--- src/rtl/memgrant_pkg.sv ---
package memgrant_pkg;
   localparam int SEL_W = 2;
   typedef enum logic [SEL_W-1:0] {
      SEL_LIMIT  = 2'd0,
      SEL_STATUS = 2'd1,
      SEL_MASK   = 2'd2,
      SEL_NONE   = 2'd3
   } reg_sel_e;
endpackage

--- src/rtl/memgrant_cmp.sv ---
module memgrant_cmp #(
   parameter int CNT_W = 10,
   parameter int N_MEM = 4
) (
   input  logic [N_MEM*CNT_W-1:0] occ_flat,
   input  logic [CNT_W-1:0]       limit,
   output logic [N_MEM-1:0]       at_limit
);
   for (genvar k = 0; k < N_MEM; k++) begin : g_cmp
      assign at_limit[k] = occ_flat[k*CNT_W +: CNT_W] >= limit;
   end
endmodule

--- src/rtl/memgrant_table.sv ---
module memgrant_table #(
   parameter int N_GRP   = 2,
   parameter int MEM_PER = 2
) (
   input  logic                     clk,
   input  logic                     rst_n,
   input  logic                     pkt_strobe,
   input  logic [N_GRP*MEM_PER-1:0] at_limit,
   output logic [N_GRP-1:0]         grant
);
   logic [N_GRP-1:0] grant_nxt;
   logic [N_GRP-1:0] grant_q;

   for (genvar g = 0; g < N_GRP; g++) begin : g_grp
      assign grant_nxt[g] = ~|at_limit[g*MEM_PER +: MEM_PER];
   end

   always_ff @(posedge clk) begin
      if (!rst_n)          grant_q <= '0;
      else if (pkt_strobe) grant_q <= grant_nxt;
   end

   assign grant = grant_q;

   // table holds between packet-cycle strobes
   p_grant_hold_r4: assert property (@(posedge clk) disable iff (!rst_n)
      !pkt_strobe |=> $stable(grant));
endmodule

--- src/rtl/memgrant_regs.sv ---
module memgrant_regs
   import memgrant_pkg::*;
#(
   parameter int CNT_W   = 10,
   parameter int N_MEM   = 4,
   parameter int RST_THR = 992
) (
   input  logic               clk,
   input  logic               rst_n,
   input  logic               reg_wr,
   input  logic [SEL_W-1:0]   reg_addr,
   input  logic [CNT_W-1:0]   reg_wdata,
   input  logic [N_MEM-1:0]   at_limit,
   output logic [CNT_W-1:0]   limit,
   output logic [CNT_W-1:0]   reg_rdata,
   output logic               irq
);
   localparam logic [CNT_W-1:0] LIMIT_INIT = CNT_W'(RST_THR);

   reg_sel_e         sel;
   logic [CNT_W-1:0] limit_q;
   logic [N_MEM-1:0] mask_q;
   logic [N_MEM-1:0] stat_q;
   logic [N_MEM-1:0] clr_vec;

   assign sel     = reg_sel_e'(reg_addr);
   assign clr_vec = (reg_wr && sel == SEL_STATUS) ? reg_wdata[N_MEM-1:0] : '0;

   always_ff @(posedge clk) begin
      if (!rst_n) begin
         limit_q <= LIMIT_INIT;
         mask_q  <= '0;
      end else if (reg_wr) begin
         if (sel == SEL_LIMIT) limit_q <= reg_wdata;
         if (sel == SEL_MASK)  mask_q  <= reg_wdata[N_MEM-1:0];
      end
   end

   // set beats clear in the same cycle
   always_ff @(posedge clk) begin
      if (!rst_n) stat_q <= '0;
      else        stat_q <= (stat_q & ~clr_vec) | at_limit;
   end

   always_comb begin
      unique case (sel)
         SEL_LIMIT:  reg_rdata = limit_q;
         SEL_STATUS: reg_rdata = CNT_W'(stat_q);
         SEL_MASK:   reg_rdata = CNT_W'(mask_q);
         default:    reg_rdata = '0;
      endcase
   end

   assign limit = limit_q;
   assign irq   = |(stat_q & ~mask_q);

   // interrupt only with a pending status bit
   p_irq_src_r8: assert property (@(posedge clk) disable iff (!rst_n)
      irq |-> (stat_q != '0));

   for (genvar k = 0; k < N_MEM; k++) begin : g_chk
      // reaching the limit marks the status bit
      p_stat_set_r6: assert property (@(posedge clk) disable iff (!rst_n)
         at_limit[k] |=> stat_q[k]);
      // sticky without a clear
      p_stat_sticky_r6: assert property (@(posedge clk) disable iff (!rst_n)
         (stat_q[k] && !clr_vec[k]) |=> stat_q[k]);
      // clear works when no new set arrives
      p_stat_w1c_r7: assert property (@(posedge clk) disable iff (!rst_n)
         (clr_vec[k] && !at_limit[k]) |=> !stat_q[k]);
   end
endmodule

--- src/rtl/memgrant_gen.sv ---
module memgrant_gen
   import memgrant_pkg::*;
#(
   parameter int CNT_W   = 10,
   parameter int N_GRP   = 2,
   parameter int MEM_PER = 2,
   parameter int RST_THR = 992,
   localparam int N_MEM  = N_GRP * MEM_PER
) (
   input  logic                    clk,
   input  logic                    rst_n,
   input  logic                    pkt_strobe,
   input  logic [N_MEM*CNT_W-1:0]  occ_cnt,
   input  logic                    reg_wr,
   input  logic [SEL_W-1:0]        reg_addr,
   input  logic [CNT_W-1:0]        reg_wdata,
   output logic [CNT_W-1:0]        reg_rdata,
   output logic [N_GRP-1:0]        grant,
   output logic                    irq
);
   if (N_MEM > CNT_W) begin : g_bad_width
      $error("memgrant_gen: status bits must fit in the data width");
   end
   if (RST_THR < 0 || RST_THR >= (1 << CNT_W)) begin : g_bad_thr
      $error("memgrant_gen: RST_THR out of range");
   end
   if (MEM_PER < 1 || N_GRP < 1) begin : g_bad_grp
      $error("memgrant_gen: empty grouping");
   end

   logic [CNT_W-1:0] limit;
   logic [N_MEM-1:0] at_limit;

   memgrant_cmp #(.CNT_W(CNT_W), .N_MEM(N_MEM)) u_cmp (
      .occ_flat (occ_cnt),
      .limit    (limit),
      .at_limit (at_limit)
   );

   memgrant_table #(.N_GRP(N_GRP), .MEM_PER(MEM_PER)) u_table (
      .clk        (clk),
      .rst_n      (rst_n),
      .pkt_strobe (pkt_strobe),
      .at_limit   (at_limit),
      .grant      (grant)
   );

   memgrant_regs #(.CNT_W(CNT_W), .N_MEM(N_MEM), .RST_THR(RST_THR)) u_regs (
      .clk       (clk),
      .rst_n     (rst_n),
      .reg_wr    (reg_wr),
      .reg_addr  (reg_addr),
      .reg_wdata (reg_wdata),
      .at_limit  (at_limit),
      .limit     (limit),
      .reg_rdata (reg_rdata),
      .irq       (irq)
   );

   for (genvar g = 0; g < N_GRP; g++) begin : g_grant_chk
      // a full memory at a strobe withdraws its group's grant
      p_grant_off_r3: assert property (@(posedge clk) disable iff (!rst_n)
         (pkt_strobe && |at_limit[g*MEM_PER +: MEM_PER]) |=> !grant[g]);
      // all memories under the limit at a strobe grant the group
      p_grant_on_r2: assert property (@(posedge clk) disable iff (!rst_n)
         (pkt_strobe && !(|at_limit[g*MEM_PER +: MEM_PER])) |=> grant[g]);
   end
endmodule

--- config.mk ---
export PLATFORM = sky130hd
export DESIGN_NAME = memgrant_gen
export DESIGN_NICKNAME = d
export VERILOG_FILES = /design/src/rtl/memgrant_pkg.sv /design/src/rtl/memgrant_cmp.sv /design/src/rtl/memgrant_table.sv /design/src/rtl/memgrant_regs.sv /design/src/rtl/memgrant_gen.sv
export SDC_FILE = /design/constraint.sdc
export NUM_CORES = 1
export LEC_CHECK = 0
export ABC_AREA = 0
export BUFFER_PORTS_ARGS = -buffer_cell sky130_fd_sc_hd__buf_4
export CORE_UTILIZATION = 50
export DETAILED_ROUTE_END_ITERATION = 7
export GPL_TIMING_DRIVEN = 0
export PLACE_DENSITY = 0.89
export SLEW_MARGIN = 20
export SYNTH_ARGS = -nofsm -noshare
export SYNTH_HDL_FRONTEND = slang
export SYNTH_HIERARCHICAL = 1
export SYNTH_SLANG_ARGS = --single-unit
--- constraint.sdc ---
create_clock -name clk -period 1.7 [get_ports clk]
set_input_delay 0.34 -clock clk [delete_from_list [all_inputs] [get_ports clk]]
set_output_delay 0.34 -clock clk [all_outputs]
set_load 0.01 [all_outputs]
==> results by group <==
Global route
  • Antenna violations before repair: 0
  • Global-route wire length before repair: 8.47 mm
  • Total grt overflow: 0
  • GR Util met3: 3.62%
  • GRT busiest layer: met2
  • Met2 GRT Util: 46.9%
  • Vias in the first global route: 1,895
  • GR Util met1: 32.8%
  • Largest net degree at the start of global routing: 13
  • Total GRT Usage: 26.9%

Yosys
  • Synth top area share: 26.5%
  • Register area share after synthesis: 21.2%
  • Syn_area_per_cell: 8.94 µm²
  • Synth cell types: 33
  • Synth area leader: ha_1
  • Syn Nets: 307
  • Netlist area before placement: 1890 µm²
  • Synthesized flop and latch total: 20
  • Yosys warnings: 6
  • Cells after Synth: 211
  • Synth area leaders: ha_1 27%, dfxtp_1 21%, mux2i_1 6.9%, inv_1 4.6%, nand2_1 4.6%

Detailed routing
  • DRC viols: 0
  • DRT iter0 DRCs: 57
  • DR WL/cell: 16.9 µm
  • Vias per std cell: 5.81
  • Post-route ant nets: 0
  • Drt total wl: 5.54 mm
  • Via count: 1,906
  • Initial DRT Pass Iterations: 4

Timing
  • Pins Over Slew Limit: 0
  • Headroom to the max-slew limit: 68.5%
  • Final setup vio count: 1
  • Worst Tran Pin Value: 0.473 ns
  • Setup ws final: -0.00396 ns
  • Setup TNS: -0.00396 ns
  • Minimum clock period: 1.70 ns
  • Final hold slack: 0.261 ns
  • Clock skew: 0.00854 ns
  • Fmax: 587 MHz
  • Final hold violation count: 0
  • Period utilization: 100%
  • RSZ-0062 raised after global routing: true

Floorplanning
  • FP Rows: 21
  • Initial Util: 54.4%
  • Die width: 63.4 µm
  • Chip Height: 63.4 µm
  • Core Area: 3470 µm²
  • Ports: 69
  • Die area: 4020 µm²

Worst setup path
  • Worst setup EP type: flop
  • WP data arrival: 1.86 ns
  • Worst setup path category: flop to flop
  • Crit path launch: u_regs/limit[5]
  • CP Data Required Time: 1.86 ns
  • Reg2reg start: u_regs/limit[5]
  • Crit-path max FO: 4
  • Startpoint Class: flop

Run status
  • Status: complete, but fails checks
  • Violated checks: negative setup slack

Clock network
  • CTS Root Cell: clkbuf_8
  • Cts hold-fix bufs: 0
  • CTS tree: built
  • Reg clk slew, reported paths: 0.08 ns
  • Clk Latency, worst-skew pair: 0.26 ns
  • Number of buffers created by CTS: 3
  • Maximum root-to-sink buffer count: 2
  • TritonCTS Sinks: 20
  • CTS H-tree lvls: 1

Layout
  • Share of cells above drive strength 1: 43.3%
  • Final core occ: 78.5%
  • Inserted Diodes: 0
  • Most common cell after layout, fill and taps aside: buf_4
  • Layout fillers: 252
  • Nets: 379
  • Syn-to-layout area delta: 44.5%
  • Design area: 2720 µm²
  • Leading cell types in the layout, fill and taps excluded: 70 x buf_4, 32 x ha_1, 23 x nand2_1

Placed design
  • # port buffers: 66
  • Routability congestion estimate: 0.863
  • Pre-CTS setup slack: -0.181 ns
  • Post-DP HPWL: 3.94 mm
  • DP Area: 2440 µm²

Pwr
  • Worst VDD drop: 489 µV
  • Power per cell area: 568 nW/µm²
  • Leak Pwr: 1.28 nW

Flow run
  • # Max-Cap Violations: 0

Min path
  • Min-delay worst type: input pin to flop
  • Hold Startpoint: reg_wdata[3]
[repair_timing]
item | in CTS | in global routing
pin swaps | 2 | 13
cloned | 0 | 0
endpoints found under the setup margin | 6 | 6
buffers inserted | 0 | 1
hold endpoints to repair | 0 | 0
resized for setup | 15 | 25
[path summary, 6_finish.rpt]
check | endpoint | slack [ns] | cells past startpoint
setup / recovery | u_table/grant[0] | -0.004 | 7
setup reg to reg | u_table/grant[0] | -0.004 | 7
hold / removal | u_regs/stat_q[3] | 0.26 | 2
hold reg to reg | u_regs/mask_q[3] | 0.48 | 2
[metrics by stage]
stage                     instances  power (mW)
after floorplan                 211       0.780
after global placement          323       0.965
after detailed placement        323       0.983
after CTS                       327        1.49
after global routing            328        1.62
final                           328        1.55
[flip-flops by register name, indices dropped and copies added, names as in the netlist]
signal,flops
u_regs/limit,10
u_regs/mask_q,4
u_regs/stat_q,4
u_table/grant,2
[final cells by class]
cell class / count / area, µm² / share of cell area (%)
repair buffers: 67 / 503 / 18.5
inverters: 23 / 86.3 / 3.17
clock inverters: 1 / 30.0 / 1.10
flip-flops and latches: 20 / 409 / 15.0
plain buffers: 7 / 41.3 / 1.52
clock buffers: 3 / 41.3 / 1.52
well taps: 46 / 57.6 / 2.11
multi-input cells: 161 / 1560 / 57.1
[power by group]
group / switching (mW) / internal, mW / leakage [nW]
logic: 0.259 / 0.290 / 1.08
clock network: 0.168 / 0.314 / 0.0357
registers: 0.0210 / 0.495 / 0.165
[layer usage]
metal  share of wire (%)  vias to the layer above
met2                  50                       94
met4                 2.1                        0
met3                 6.5                       15
met1                  42                      874
li1                    -                      923
met5                   0                        -
[worst max-delay path: stages, from the launching register on]
cell and delay (ns):
dfxtp_1 0.37, inv_2 0.10, ha_1 0.34, a41oi_2 0.13, a2bb2oi_2 0.18, o21ai_2 0.23
nor3b_2 0.08, o21a_1 0.17
[synthesized netlist by cell type]
master and instances:
ha_1 40, inv_1 23, nand2_1 23, dfxtp_1 20, mux2i_1 13, a21oi_1 8
nand4bb_1 5, nor3_1 5, o211ai_1 5, a211oi_1 4, a211oi_2 4, a2bb2oi_1 4
a31oi_1 4, a41oi_1 4, nand2b_4 4, nand3_1 4, nand4_1 4, nor2_1 4
o21ai_0 4, o21ai_1 4, o2bb2ai_1 4, buf_2 3, buf_4 3, nand2b_1 3
nand3b_1 2, nor2b_1 2, nor3b_2 2, and3b_1 1, clkbuf_1 1, nor3b_1 1
o2111ai_1 1, o21a_1 1, o31ai_2 1
[cells by family after synthesis]
| logic type | share of synthesized area [%] |
|---|---|
| mux | 6.90 |
| compound gates | 18.9 |
| flops | 21.2 |
| buf+inv | 6.77 |
| simple gates | 19.6 |
| fa+ha+maj | 26.5 |
Power figures use the tool's default switching activity.
